$ cat config.mk
export PLATFORM = sky130hd
export DESIGN_NAME = tblseq_top
export DESIGN_NICKNAME = d
export VERILOG_FILES = /design/src/rtl/tblseq_pkg.sv /design/src/rtl/tblseq_stack.sv /design/src/rtl/tblseq_ctrl.sv /design/src/rtl/tblseq_top.sv
export SDC_FILE = /design/constraint.sdc
export NUM_CORES = 1
export LEC_CHECK = 0
export BUFFER_PORTS_ARGS = -buffer_cell sky130_fd_sc_hd__buf_4
export CORE_UTILIZATION = 57
export DETAILED_ROUTE_END_ITERATION = 12
export HOLD_SLACK_MARGIN = 0.05
export MAX_ROUTING_LAYER = met4
export PLACE_DENSITY = 0.8
export SYNTH_ARGS = -nofsm -noshare
export SYNTH_HDL_FRONTEND = slang
export SYNTH_HIERARCHICAL = 1
export SYNTH_SLANG_ARGS = --single-unit
$ cat constraint.sdc
create_clock -name clk -period 2.7 [get_ports clk]
set_clock_uncertainty 0.15 [all_clocks]
set_input_delay 0.27 -clock clk [delete_from_list [all_inputs] [get_ports clk]]
set_output_delay 0.27 -clock clk [all_outputs]
set_load 0.05 [all_outputs]
$ cat src/rtl/tblseq_pkg.sv
package tblseq_pkg;

    typedef enum logic [2:0] {
        OP_STEP   = 3'd0,
        OP_LOOKUP = 3'd1,
        OP_JUMP   = 3'd2,
        OP_CALL   = 3'd3,
        OP_RET    = 3'd4
    } seq_op_e;

    typedef enum logic [1:0] {
        ST_IDLE   = 2'd0,
        ST_LOOKUP = 2'd1,
        ST_JUMP   = 2'd2
    } seq_state_e;

endpackage

$ cat src/rtl/tblseq_stack.sv
module tblseq_stack #(
    parameter int W     = 11,
    parameter int DEPTH = 3
) (
    input  logic         clk,
    input  logic         rst_n,
    input  logic         push_i,
    input  logic         pop_i,
    input  logic [W-1:0] din_i,
    output logic [W-1:0] top_o
);
    localparam int LAST = DEPTH - 1;

    logic [W-1:0] lvl_d [DEPTH];
    logic [W-1:0] lvl_q [DEPTH];

    generate
        for (genvar i = 0; i < DEPTH; i++) begin : g_lvl
            always_comb begin
                lvl_d[i] = lvl_q[i];
                if (push_i) begin
                    if (i == 0) lvl_d[i] = din_i;
                    else        lvl_d[i] = lvl_q[(i == 0) ? 0 : i - 1];
                end else if (pop_i) begin
                    if (i != LAST) lvl_d[i] = lvl_q[(i == LAST) ? LAST : i + 1];
                end
            end

            always_ff @(posedge clk or negedge rst_n) begin
                if (!rst_n) lvl_q[i] <= '0;
                else        lvl_q[i] <= lvl_d[i];
            end
        end
    endgenerate

    assign top_o = lvl_q[0];

endmodule

$ cat src/rtl/tblseq_ctrl.sv
module tblseq_ctrl
    import tblseq_pkg::*;
#(
    parameter int PC_W  = 11,
    parameter int NIB_W = 4,
    parameter int DAT_W = 8
) (
    input  logic             clk,
    input  logic             rst_n,
    input  logic             strobe_i,
    input  logic [2:0]       op_i,
    input  logic             skip_i,
    input  logic [NIB_W-1:0] acc_i,
    input  logic [NIB_W-1:0] mem_i,
    input  logic [DAT_W-1:0] rom_data_i,
    input  logic [PC_W-1:0]  stk_top_i,
    output logic             push_o,
    output logic             pop_o,
    output logic [PC_W-1:0]  push_val_o,
    output logic [PC_W-1:0]  pc_o,
    output logic [DAT_W-1:0] q_o,
    output logic             busy_o,
    output logic [PC_W-1:0]  rom_addr_o
);
    localparam int LOW_W = 2 * NIB_W;
    localparam int HI_W  = PC_W - LOW_W;

    typedef struct packed {
        seq_state_e       st;
        logic [PC_W-1:0]  pc;
        logic [PC_W-1:0]  fa;
        logic [DAT_W-1:0] q;
    } ctrl_s;

    ctrl_s r_q, r_d;

    logic [PC_W-1:0] pc_inc;
    logic [PC_W-1:0] ind_addr;
    logic            accept;

    assign pc_inc   = r_q.pc + PC_W'(1);
    assign ind_addr = {r_q.pc[PC_W-1:LOW_W], acc_i, mem_i};
    assign accept   = strobe_i && (r_q.st == ST_IDLE);

    always_comb begin
        r_d        = r_q;
        push_o     = 1'b0;
        pop_o      = 1'b0;
        push_val_o = pc_inc;
        unique case (r_q.st)
            ST_IDLE: begin
                if (accept) begin
                    if (skip_i) begin
                        r_d.pc = pc_inc;
                    end else begin
                        case (op_i)
                            OP_LOOKUP: begin
                                push_o = 1'b1;
                                r_d.fa = ind_addr;
                                r_d.pc = ind_addr;
                                r_d.st = ST_LOOKUP;
                            end
                            OP_JUMP: begin
                                r_d.fa = ind_addr;
                                r_d.st = ST_JUMP;
                            end
                            OP_CALL: begin
                                push_o = 1'b1;
                                r_d.pc = ind_addr;
                            end
                            OP_RET: begin
                                pop_o  = 1'b1;
                                r_d.pc = stk_top_i;
                            end
                            default: r_d.pc = pc_inc;
                        endcase
                    end
                end
            end
            ST_LOOKUP: begin
                r_d.q  = rom_data_i;
                pop_o  = 1'b1;
                r_d.pc = stk_top_i;
                r_d.st = ST_IDLE;
            end
            ST_JUMP: begin
                r_d.pc = {r_q.pc[PC_W-1:PC_W-HI_W], rom_data_i[LOW_W-1:0]};
                r_d.st = ST_IDLE;
            end
            default: r_d.st = ST_IDLE;
        endcase
    end

    always_ff @(posedge clk or negedge rst_n) begin
        if (!rst_n) begin
            r_q.st <= ST_IDLE;
            r_q.pc <= '0;
            r_q.fa <= '0;
            r_q.q  <= '0;
        end else begin
            r_q <= r_d;
        end
    end

    assign pc_o       = r_q.pc;
    assign q_o        = r_q.q;
    assign busy_o     = (r_q.st != ST_IDLE);
    assign rom_addr_o = busy_o ? r_q.fa : r_q.pc;

endmodule

$ cat src/rtl/tblseq_top.sv
module tblseq_top #(
    parameter int PC_W      = 11,
    parameter int NIB_W     = 4,
    parameter int DAT_W     = 8,
    parameter int STK_DEPTH = 3
) (
    input  logic             clk,
    input  logic             rst_n,
    input  logic             instr_vld_i,
    input  logic [2:0]       instr_op_i,
    input  logic             skip_i,
    input  logic [NIB_W-1:0] acc_i,
    input  logic [NIB_W-1:0] mem_i,
    output logic [PC_W-1:0]  rom_addr_o,
    input  logic [DAT_W-1:0] rom_data_i,
    output logic [DAT_W-1:0] q_o,
    output logic             busy_o,
    output logic [PC_W-1:0]  pc_o
);
    logic            push;
    logic            pop;
    logic [PC_W-1:0] push_val;
    logic [PC_W-1:0] stk_top;

    tblseq_ctrl #(
        .PC_W (PC_W),
        .NIB_W(NIB_W),
        .DAT_W(DAT_W)
    ) u_ctrl (
        .clk       (clk),
        .rst_n     (rst_n),
        .strobe_i  (instr_vld_i),
        .op_i      (instr_op_i),
        .skip_i    (skip_i),
        .acc_i     (acc_i),
        .mem_i     (mem_i),
        .rom_data_i(rom_data_i),
        .stk_top_i (stk_top),
        .push_o    (push),
        .pop_o     (pop),
        .push_val_o(push_val),
        .pc_o      (pc_o),
        .q_o       (q_o),
        .busy_o    (busy_o),
        .rom_addr_o(rom_addr_o)
    );

    tblseq_stack #(
        .W    (PC_W),
        .DEPTH(STK_DEPTH)
    ) u_stack (
        .clk   (clk),
        .rst_n (rst_n),
        .push_i(push),
        .pop_i (pop),
        .din_i (push_val),
        .top_o (stk_top)
    );

endmodule

**Word-level counts from Yosys, hierarchy flattened**

Cells that the tools add are included.

- Bits of input ports: 23
- Logic and storage cells: 56
- Register bits after elaboration: 65

- Add/subtract/negate cells: 1
- Bitwise operators: 2
- Mux-type cells: 22
- Equal/unequal tests: 11
- Reduce and logical (&&, ||, !) cells: 12

Operator list:

| operator | number |
|---|---|
| 11-bit two-way mux | 8 |
| 11-bit case mux with 3 select lines | 2 |
| 24-bit two-way mux | 1 |
| 11-bit by 1-bit adder with 11-bit output, second input constant | 1 |
| 3-bit != test, second input constant | 3 |
| 1-bit two-way mux | 7 |
| 3-bit by 2-bit == test with 1-bit output, second input constant | 2 |
| 3-bit AND reduction | 2 |
| 2-bit nonzero test | 3 |
| 5-bit AND reduction | 1 |
| 2-bit two-way mux | 2 |
| 2-bit case mux with 2 select lines | 1 |
| 4-bit AND reduction | 1 |
| 2-bit OR reduction | 2 |
| 3-bit by 1-bit == test with 1-bit output, second input constant | 1 |
| 3-bit == test, second input constant | 1 |
| 3-bit nonzero test | 1 |
| 2-bit by 1-bit == test with 1-bit output, second input constant | 1 |
| 2-bit == test, second input constant | 1 |
| 2-bit logical NOT | 1 |
| 2-bit by 1-bit != test with 1-bit output, second input constant | 1 |
| 2-bit != test, second input constant | 1 |
| 1-bit inverter | 2 |
| 1-bit case mux with 2 select lines | 1 |
| 1-bit logical AND | 1 |

**Longest topological paths before layout**

Gate-level depths: netlist of the first run.

- Depth after elaboration: 7
- Depth in mapped cells: 9
- Depth with buffers taken out: 7

**Cells and area by module**

The synthesis of the first run kept the hierarchy.

Modules (own cells, without submodules):

| module | sequential area each (um^2) | cells an instance | instances | area each (um^2) |
|---|---|---|---|---|
| tblseq_ctrl | 800.8 | 235 | 1 | 2202.1 |
| tblseq_stack | 825.8 | 130 | 1 | 1551.5 |

**Least setup slack after synthesis of the first run**

OpenSTA, ideal clock, no wires.

- Kind: register to register
- Start: register u_ctrl/r_q[30] (netlist bit)
- End: register u_ctrl.r_q, in the netlist u_ctrl/pc_o[1]
- Library setup time: 82 ps
- Setup slack: 423 ps
- Stages on the path, launching flop included: 9
- Data arrival time: 2045 ps
- Required time: 2468 ps
- Buffers on the path: 1
- Cell sequence: dfrtp_1 -> inv_1 -> ha_1 -> inv_1 -> o21bai_1 -> a31oi_1 -> clkbuf_1 -> nor2_1 -> a31oi_1

- Cells in the longest elaborated chain, start to end: 4

RTL lines:

| what | RTL line | text |
|---|---|---|
| start: declaration | tblseq_ctrl.sv:35 | `ctrl_s r_q, r_d;` |
| start signal: assignment | tblseq_ctrl.sv:101 | `r_q <= r_d;` |
| 2-bit logical NOT | tblseq_ctrl.sv:43, tblseq_ctrl.sv:50 |  |
| 1-bit logical AND | tblseq_ctrl.sv:43 | `assign accept = strobe_i && (r_q.st == ST_IDLE);` |
| 2-bit by 1-bit != test with 1-bit output (no line) | n/a |  |
| 3-bit AND reduction (no line) | n/a |  |

Several ways; a longest one is shown, not always the timed one.
A chain may end at the register's enable or synchronous reset.

**Worst setup path in the final report of the first run**

- Start: register u_ctrl/r_q[31] (netlist bit)
- End: register u_ctrl/r_q[15] (netlist bit)

- Cells in the longest elaborated chain, start to end: 3

RTL lines:

| what | RTL line |
|---|---|
| 2-bit logical NOT (*) | tblseq_ctrl.sv:43, tblseq_ctrl.sv:50 |
| 1-bit logical AND | tblseq_ctrl.sv:43 |
| 4-bit AND reduction (no line) (*) | n/a |

Every way passes the cells marked *; elsewhere a longest branch is shown, timed or not.

==> impl_results.md, run 1 <==
* Clock tree from TritonCTS: yes
* Net Switching at 2.61 mW
* Root buffer cell: clkbuf_8
* DP Wirelength at 5610 um
* Via Count at 2811
* Total GRT Usage at 27.0%
* First-pass GRT wire length at 14300 um
* Seq/Total Area, Yosys at 43.3%
* Clock sink count at 65
* DRT Pass-1 Iters at 5
* Syn nets at 393
* Hold-fix buffers, CTS at 17
* Leakage power at 1.95 nW
* Slew Viols, Final at 0
* Setup slack, reg-to-reg at 0.41 ns
* Synth Instances at 365
* Fin Setup TNS at 0 ns
* Clock Latency Late Sink at 0.35 ns
* Clock Power Share at 16.8%
* Top-Level Pins at 54
* Clk buf depth at 2
* Filler cells at 502
* FF+latch count, synth at 65
* Tightest hold margin at 0.125 ns
* Crit end category: flip-flop
* RSZ-0062 raised after global routing: no
* Core area at 6350 um2
* CTS HTree Levels at 3
* Grt ovf at 0
* Critical setup path kind: flip-flop to flip-flop
* Port Buffers at 53
* Syn avg cell area at 10.3 um2
* Power density cells at 1300 nW/um2
* Initial core utilization at 59.1%
* Worst Path Required at 2.78 ns
* Die width at 83.2 um
* Final worst-path cycle share at 84.8%
* Clock transition at path regs at 0.07 ns
* Worst hold-check path type: input port to flip-flop
* Ys Warns at 6
* Final nets at 429
* Number of placement rows at 29
* Maximum vdd drop at 1210 uV
* Worst Path Max Fanout at 11
* Initial antenna violation count at 0
* Die Y-Extent at 83.2 um
* Sw Ratio at 46.3%
* Pwr Total at 5.63 mW
* Sequential power share at 29.8%
* Routed WL per cell at 17.2 um
* Status: completed
* Area Overhead vs Synth at 15.8%
* DRT iter0 DRCs at 217
* # diodes at 0
* DR DRC count at 0
* Max-Cap Viols at 0
* Minimum clock period at 2.29 ns
* Comb power frac at 53.5%
* Vias in the first global route at 2814
* Cts repair resizes at 0
* Vias per cell at 5.82
* DRT antenna net count at 0
* Hold Violations, Final at 0
* Final wirelength at 8310 um
* Internal at 3.02 mW
* Pin count of the biggest net entering global routing at 66
* CP arrival at 2.37 ns
* Num CTS Buffers at 9
* Fmax achieved at 437 MHz
* GP Congestion at 0.900
* Actual slew at the worst max-slew pin at 0.806 ns
* Critical path launch point type: flip-flop
* Synth Cell Area at 3750 um2
* Slew headroom at 46.2%
* Layout cells sized above 1 at 30.0%
* Final setup violation count at 0
* Die area at 6910 um2
* Post-CTS setup buffers at 0
* Distinct cell type count after synthesis at 43
[cells by family after synthesis]
group                    count (synthesis)  share of synthesized area [%]
multiplexers                            63                           18.8
XOR/XNOR                                 9                           2.10
flip-flops                              65                           43.3
AO/OA/AOI/OAI                           71                           12.2
AND/OR/NAND/NOR                         94                           11.4
adder cells (fa/ha/maj)                  5                           1.67
buffers and inverters                   58                           10.6
[Yosys cell counts (all sizes together)]
cell type   n  area (um2)
a32o        1        10.0
or4b        1        13.8
a32oi       4        35.0
o211ai      1        7.51
and2        1        6.26
dfrtp      65        1630
xor2        5        43.8
o31ai       1        7.51
o21bai      2        15.0
nand3      11        55.1
nand2      41         156
nand3b      1        7.51
mux2i      22         220
inv         6        22.5
or3         1        6.26
nand2b      5        31.3
or4         2        15.0
and3        1        6.26
mux2       41         484
o21ai      32         171
or2         1        6.26
o21a        2        15.0
nor2b       1        6.26
ha          5        62.6
xnor2       4        35.0
a22oi       1        7.51
clkbuf      7        26.3
nor3        8        40.0
o221ai      1        8.76
nand4       1        6.26
buf        45         348
a31oi       9        56.3
nor2       19        71.3
a22o        9        78.8
o32ai       1        8.76
a21oi       7        35.0
[per-layer routing]
metal / vias up / global-route usage [%] / share of wire, %
met1: 1359 / 36.9 / 44
met5: - / - / 0
met3: 14 / 4.47 / 5.6
met4: 0 / 12.1 / 2.0
li1: 1327 / - / -
met2: 111 / 39.9 / 48
[cell type report]
cell class / instances / area, um2 / area share (%)
multi-input combinational: 242 / 1740 / 40.0
clock buffer: 10 / 138 / 3.17
inverter: 6 / 22.5 / 0.518
tap: 77 / 96.3 / 2.22
sequential: 65 / 1630 / 37.4
timing repair buffer: 77 / 633 / 14.6
clock inverter: 6 / 90.1 / 2.07
[final timing paths]
path,start,to,cells past startpoint
worst max-delay path,u_ctrl/r_q[31],u_ctrl/r_q[15],5
worst min-delay path,instr_op_i[1],u_ctrl/r_q[31],3
worst max register to register,u_ctrl/r_q[31],u_ctrl/r_q[15],5
worst min register to register,u_ctrl/r_q[13],u_ctrl/r_q[13],1
max in group asynchronous,rst_n,u_stack/lvl_q[15],2
min in group asynchronous,rst_n,u_ctrl/r_q[12],2
[worst max-delay path, stage by stage, from the launching register on]
cell,delay (ns)
dfrtp_1,0.42
inv_1,0.11
ha_1,0.17
nand2_1,0.16
or4_1,0.79
mux2_2,0.38
[per-stage QoR]
step           cells  utilization [%]  cell area [um2]  worst slack [ns]
2_1_floorplan    365                -             3750             0.423
3_3_place_gp     450             62.2             3950             0.526
3_5_place_dp     450             62.2             3950             0.441
4_1_cts          483             68.4             4350             0.419
5_1_grt          483             68.4             4350             0.312
6_report         483             68.4             4350             0.409
[power groups by stage]
stage	Sequential [mW]	Combinational [mW]	Clock, mW
finish	1.68	3.01	0.946
global route	1.73	3.19	1.01
CTS	1.67	3.01	0.967
detailed placement	1.69	2.98	0
global placement	1.67	2.95	0
floorplan	1.55	2.54	0
[cell usage in the layout (no fill, tap or decap), drive strengths merged, types with 2 or more instances in the layout]
cell / netlist / final
a22o: 9 / 9
a32oi: 4 / 4
xor2: 5 / 5
dlygate4sd3: 0 / 17
nor3: 8 / 8
o21a: 2 / 2
buf: 45 / 60
mux2: 41 / 41
clkbuf: 7 / 10
nand3: 11 / 11
o21ai: 32 / 32
clkinv: 0 / 2
a21oi: 7 / 7
inv: 6 / 7
dfrtp: 65 / 65
a31oi: 9 / 9
o21bai: 2 / 2
bufinv: 0 / 2
ha: 5 / 5
xnor2: 4 / 4
nor2: 19 / 19
mux2i: 22 / 22
nand2: 41 / 41
nand2b: 5 / 5
or4: 2 / 2
[flip-flops by register name, indices dropped and copies added (netlist names)]
register       count
u_ctrl/pc_o       11
u_ctrl/q_o         8
u_ctrl/r_q        13
u_stack/lvl_q     22
u_stack/top_o     11
Note: power is estimated with default switching activity, not from simulation.
==> inputs of run 2 (changes only) <==
--- a/config.mk
+++ b/config.mk
@@ -6,11 +6,11 @@
 export NUM_CORES = 1
 export LEC_CHECK = 0
 export BUFFER_PORTS_ARGS = -buffer_cell sky130_fd_sc_hd__buf_4
-export CORE_UTILIZATION = 57
+export CORE_UTILIZATION = 52
 export DETAILED_ROUTE_END_ITERATION = 12
 export HOLD_SLACK_MARGIN = 0.05
 export MAX_ROUTING_LAYER = met4
-export PLACE_DENSITY = 0.8
+export PLACE_DENSITY = 0.76
 export SYNTH_ARGS = -nofsm -noshare
 export SYNTH_HDL_FRONTEND = slang
 export SYNTH_HIERARCHICAL = 1
==> constraint.sdc (replaced) <==
create_clock -name clk -period 2.1 [get_ports clk]
set_clock_uncertainty 0.15 [all_clocks]
set_input_delay 0.21 -clock clk [delete_from_list [all_inputs] [get_ports clk]]
set_output_delay 0.21 -clock clk [all_outputs]
set_load 0.05 [all_outputs]
==> run 2 against run 1 <==
  * Wire length is 9.5% higher
  * Core utilization fell by 2.7 points
  * Sequential cell count stayed put
  * Critical path depth stayed put
  * Count of clock-buffer cells in the layout unchanged
  * Clock power grew 15%
  * Combinational power rose by 43%
  * Final cell count is 7.7% higher
  * Power increased by 33%
  * Hold slack lost 0.013 ns
  * Die area increased by 9.4%
  * Register-to-register slack worse by 0.35 ns
  * Critical path type is now flip-flop to output port
  * Critical endpoint is now rom_addr_o[4]
  * Largest cell class unchanged
  * Largest power group unchanged
==> impl_results.md, run 2 (same netlist as run 1, synthesis figures left out) <==
* Final wirelength at 9100 um
* Routed WL per cell at 17.5 um
* Initial core utilization at 54.6%
* Number of cells on the worst reg-to-reg path at 6
* Minimum clock period at 2.06 ns
* Pin count of the biggest net entering global routing at 66
* RSZ-0062 raised after global routing: no
* Port Buffers at 53
* Critical Path Start: u_ctrl/r_q[31]
* Max reg flops at 22
* DRT iter0 DRCs at 239
* Top Registers: u_stack/lvl_q: 22 flops, u_ctrl/r_q: 13 flops
* Grt ovf at 0
* Commonest non-fill, non-tap cell in the layout: buf_4
* Die width at 87.0 um
* Slew Viols, Final at 0
* Root buffer cell: clkbuf_8
* Top-Level Pins at 54
* Maximum vdd drop at 1350 uV
* Die area at 7560 um2
* Final worst-path cycle share at 97.9%
* Final setup violation count at 0
* Die Y-Extent at 87.0 um
* Hold Violations, Final at 0
* CTS HTree Levels at 3
* Clock transition at path regs at 0.07 ns
* Worst Path Required at 1.74 ns
* Hold path depth at 3
* Worst hold-check path type: input port to flip-flop
* Leakage power at 2.02 nW
* Final nets at 447
* Critical setup path kind: flip-flop to output port
* Setup Slack @ Placement at 0.00590 ns
* Fmax achieved at 487 MHz
* Area Overhead vs Synth at 20.3%
* Status: completed
* Critical path launch point type: flip-flop
* Total GRT Usage at 27.3%
* Pwr Total at 7.51 mW
* Actual slew at the worst max-slew pin at 0.825 ns
* Via Count at 2918
* Initial antenna violation count at 0
* Clk buf depth at 2
* Power density cells at 1660 nW/um2
* Vias in the first global route at 3011
* Vias per cell at 5.61
* Clock sink count at 65
* Layout cells sized above 1 at 34.0%
* DP Wirelength at 6050 um
* Max-Cap Viols at 0
* R2R Path Start: u_ctrl/r_q[31]
* DRT antenna net count at 0
* DRT Pass-1 Iters at 5
* Worst Path Max Fanout at 6
* Final WS setup at 0.0449 ns
* Number of placement rows at 30
* Crit end category: output port
* Commonest cells after routing, fill and taps aside: buf_4 (74), dfrtp_1 (65), nand2_1 (40)
* Fin util at 65.8%
* # diodes at 0
* Slew headroom at 45.0%
* Final std cells w/o fill at 520
* Num CTS Buffers at 9
* First-pass GRT wire length at 15100 um
* Clock Latency Late Sink at 0.35 ns
* Fin Setup TNS at 0 ns
* Placed cells at 484
* Clock tree from TritonCTS: yes
* DR DRC count at 0
* GP Congestion at 0.941
* Core area at 6870 um2
* Largest register by flop count: u_stack/lvl_q
* Hold path startpoint: instr_op_i[1]
* CP arrival at 1.70 ns
-- run 2: layout make-up --
type	instances	area [um2]
Sequential cell	65	1630
Timing Repair Buffer	95	788
Inverter	6	26.3
Multi-Input combinational cell	242	1750
Clock inverter	6	66.3
Fill cell	547	2350
Clock buffer	10	138
Tap cell	96	120
-- run 2: stage by stage --
stage	instance area, um2	hold WS, ns
final	4520	0.113
after global routing	4520	0.151
after CTS	4520	0.122
after detailed placement	4100	0.210
after global placement	4100	0.202
after floorplan	3760	-0.236
-- run 2: critical path: stages, from the launching register on --
cell and delay, ns:
dfrtp_1 0.40, inv_2 0.10, ha_4 0.15, buf_6 0.14
mux2_2 0.36, buf_4 0.20
-- run 2: routing by layer --
| layer | vias to the layer above | track usage (%) | part of all wire, % |
|---|---|---|---|
| met5 | - | - | 0 |
| met4 | 0 | 12.7 | 2.6 |
| met3 | 28 | 5.59 | 5.6 |
| met2 | 112 | 43.4 | 49 |
| met1 | 1412 | 33.4 | 43 |
| li1 | 1366 | - | - |
-- run 2: path summary, 6_finish.rpt --
| check | to | slack (ns) |
|---|---|---|
| setup / recovery | rom_addr_o[4] | 0.04 |
| hold / removal | u_ctrl/r_q[31] | 0.11 |
| setup reg to reg | u_ctrl/r_q[12] | 0.06 |
| hold reg to reg | u_ctrl/r_q[16] | 0.36 |
| max in group asynchronous | u_ctrl/r_q[9] | 0.91 |
| min in group asynchronous | u_ctrl/r_q[14] | 0.34 |
-- run 2: power breakdown --
| part | internal (mW) | total [mW] | switching (mW) |
|---|---|---|---|
| registers | 1.71 | 2.12 | 0.409 |
| logic | 1.72 | 4.30 | 2.58 |
| clock network | 0.582 | 1.09 | 0.507 |
-- run 2: repair_timing --
item,in CTS,in global routing
buffers inserted,2,0
endpoints found under the setup margin,11,22
hold buffers,17,0
gates cloned,1,0
gates resized for setup,5,2
endpoints found under the hold margin,81,0
==> inputs of run 3 (changes only) <==
--- a/config.mk
+++ b/config.mk
@@ -6,12 +6,13 @@
 export NUM_CORES = 1
 export LEC_CHECK = 0
 export BUFFER_PORTS_ARGS = -buffer_cell sky130_fd_sc_hd__buf_4
+export CAP_MARGIN = 20
 export CORE_UTILIZATION = 52
 export DETAILED_ROUTE_END_ITERATION = 12
+export GPL_ROUTABILITY_DRIVEN = 1
 export HOLD_SLACK_MARGIN = 0.05
 export MAX_ROUTING_LAYER = met4
 export PLACE_DENSITY = 0.76
 export SYNTH_ARGS = -nofsm -noshare
 export SYNTH_HDL_FRONTEND = slang
-export SYNTH_HIERARCHICAL = 1
 export SYNTH_SLANG_ARGS = --single-unit
==> run 3 against run 2 <==
  * The flow now finishes with violations (setup timing)
  * Setup slack got worse by 0.086 ns
  * Via count increased by 20%
  * Sequential power decreased by 8%
  * Register-to-register slack about the same
  * First-iteration DRC count increased by 54%
  * Final cell count increased by 8.3%
  * Synthesized cell count increased by 6.6%
==> impl_results.md, run 3 <==
* Fin Setup TNS at -0.149 ns
* DRT Pass-1 Iters at 5
* # diodes at 0
* Die Y-Extent at 88.2 um
* DP Wirelength at 6800 um
* Final setup violation count at 5
* Commonest cells after routing, fill and taps aside: buf_4 (75), dfrtp_1 (65), nand2_1 (42)
* Status: finished with violations
* CP arrival at 1.78 ns
* Max reg flops at 22
* Layout cells sized above 1 at 34.1%
* Worst hold-check path type: input port to flip-flop
* Clk buf depth at 2
* DR DRC count at 0
* Syn avg cell area at 9.94 um2
* Main synth FF type: dfrtp_1
* Final wirelength at 10800 um
* Tightest hold margin at 0.118 ns
* Seq/Total Area, Yosys at 42.1%
* CP Buf/Inv Count at 4
* Actual slew at the worst max-slew pin at 0.823 ns
* Critical path launch point type: flip-flop
* Slew headroom at 45.1%
* Slowest-stage cell, CP: dfrtp_1
* Core area at 7210 um2
* Fmax achieved at 467 MHz
* CP cell instances: inv_2 > ha_4 > buf_8 > buf_8 > mux2_2 > buf_6
* Top Registers: u_stack.lvl_q: 22 flops, u_ctrl.r_q: 13 flops
* Leakage power at 2.19 nW
* Max-Cap Viols at 0
* GP Congestion at 0.915
* Worst path max stage delay at 0.40 ns
* Async S/R FF share, synth at 100%
* Slew Viols, Final at 0
* Minimum clock period at 2.14 ns
* RSZ-0062 raised after global routing: yes
* Initial antenna violation count at 0
* Final WS setup at -0.0416 ns
* Die width at 88.2 um
* Synth Area in Simple Gates at 15.4%
* Initial core utilization at 53.6%
* Clock sink count at 65
* Filler cells at 533
* Cell with the most instances after synthesis: dfrtp_1
* Crit end category: output port
* Delay-heaviest family, CP: buffers and inverters
* Commonest non-fill, non-tap cell in the layout: buf_4
* Post-synth top cells: dfrtp_1 (65), nand2_1 (43), nand3_1 (24), mux2_2 (23), buf_4 (21)
* Top post-synthesis cells by area: dfrtp_1 (42%), mux2_2 (6.7%), mux2i_1 (4.7%)
* Combinational family with the most area after synthesis: compound AO/OA/AOI/OAI gates
* Pin count of the biggest net entering global routing at 66
* Post-synth EDFFs at 0
* Vias in the first global route at 3290
* Mux cell area share after synthesis at 14.5%
* Port Buffers at 53
* First-pass GRT wire length at 16700 um
* Synth Cell Area at 3870 um2
* Via Count at 3489
* Root buffer cell: clkbuf_8
* Worst Path Required at 1.74 ns
* Maximum vdd drop at 713 uV
* Critical setup path kind: flip-flop to output port
* Syn nets at 416
* Clock tree from TritonCTS: yes
* Power density cells at 1570 nW/um2
* FF+latch count, synth at 65
* Clock transition at path regs at 0.06 ns
* Failing checks: setup timing
* Grt ovf at 0
* Top-Level Pins at 54
* CP dominant cell by count: buf_8
* Compound-Gate Fraction of Synth Area at 16.9%
* Num CTS Buffers at 9
* Routed WL per cell at 19.1 um
* Worst Path Max Fanout at 7
* Largest register by flop count: u_stack.lvl_q
* Ys Warns at 0
* Distinct cell type count after synthesis at 62
* DRT antenna net count at 0
* Post-synth top area cell: dfrtp_1
* CTS HTree Levels at 3
* Area Overhead vs Synth at 26.7%
* DRT iter0 DRCs at 369
* Final worst-path cycle share at 102%
* Multi-input logic area at 1970 um2
* Final nets at 486
* Vias per cell at 6.20
* Seq. cell area at 1630 um2
* Clock Latency Late Sink at 0.36 ns
* Total GRT Usage at 29.7%
* Adder-Cell Fraction of Synth Area at 1.29%
* Xor/xnor share of the synthesized area at 1.13%
* Number of placement rows at 31
* Synth Instances at 389
* Hold Violations, Final at 0
* Die area at 7780 um2
* Top-area cell type share of the netlist area at 42.1%
[run 3: cell count changes after synthesis, moves of 6 or more]
| cell | before | now |
|---|---|---|
| a22oi_1 | 1 | 13 |
| a31oi_1 | 9 | 3 |
| buf_2 | 8 | 14 |
| buf_4 | 32 | 21 |
| mux2_2 | 35 | 23 |
| nand3_1 | 11 | 24 |
| nor2_1 | 19 | 13 |
| o21ai_0 | 11 | 18 |
| o21ai_1 | 20 | 14 |
| o31ai_1 | 1 | 7 |
[run 3: repair_timing]
item                                   CTS  global route
setup endpoints to repair               10            33
endpoints found under the hold margin   83             0
hold buffers                            18             0
pin swaps                                1             0
gates resized for setup                 16            19
setup buffers                            4             1
[run 3: final timing paths]
kind                                  start  cells after the start                to  slack [ns]
hold reg to reg            u_stack.lvl_q[7]                      2  u_stack.lvl_q[7]        0.32
setup reg to reg             u_ctrl.r_q[30]                      8   u_ctrl.pc_o[10]        0.06
max in group asynchronous             rst_n                      2    u_ctrl.r_q[11]        0.92
hold / removal                  instr_vld_i                      4    u_ctrl.pc_o[7]        0.12
min in group asynchronous             rst_n                      2    u_ctrl.r_q[16]        0.34
setup / recovery             u_ctrl.r_q[30]                      6    rom_addr_o[10]       -0.04
[run 3: layer usage]
| layer | track usage, % | wire length, um | vias to the layer above |
|---|---|---|---|
| li1 | - | - | 1538 |
| met1 | 37.8 | 4340 | 1682 |
| met2 | 45.0 | 5060 | 218 |
| met3 | 6.90 | 912 | 51 |
| met4 | 13.6 | 453 | 0 |
| met5 | - | 0 | - |
[run 3: worst register-to-register path, cell delays in order, from the launching register on]
cell	delay [ns]
dfrtp_1	0.38
inv_2	0.08
ha_4	0.17
buf_8	0.13
buf_4	0.15
and3b_1	0.27
a21o_1	0.20
a31o_1	0.20
a32o_1	0.21
[run 3: logic make-up after synthesis]
group / Yosys count
DFF: 65
buffers and inverters: 56
and+or+nand+nor: 116
xor gates and xnor gates: 5
AOI/OAI and AO/OA: 94
muxes: 49
adders and majority gates: 4
[run 3: where the power goes]
part | total [mW] | internal [mW] | switching, mW | leakage (nW)
Sequential | 1.94 | 1.60 | 0.342 | 0.857
Combinational | 4.64 | 1.93 | 2.71 | 1.23
Clock | 1.12 | 0.613 | 0.502 | 0.103
Total | 7.70 | 4.14 | 3.55 | 2.19
[run 3: layout make-up]
class / count / share of cell area [%]
inverter: 9 / 0.766
clock inverter: 4 / 1.05
clock buffer: 12 / 3.17
tap: 99 / 2.53
multi-input combinational: 268 / 40.3
sequential: 65 / 33.2
timing repair buffer: 106 / 19.0
[run 3: metrics by stage]
stage	instances	power [mW]	area [um2]	setup slack (ns)	util [%]
floorplan	389	4.92	3870	0.0818	-
global placement	524	5.90	4320	0.111	59.9
detailed placement	524	5.96	4320	0.0258	59.9
CTS	562	7.41	4810	0.00401	66.6
global route	563	8.00	4900	-0.0853	67.9
finish	563	7.70	4900	-0.0416	67.9
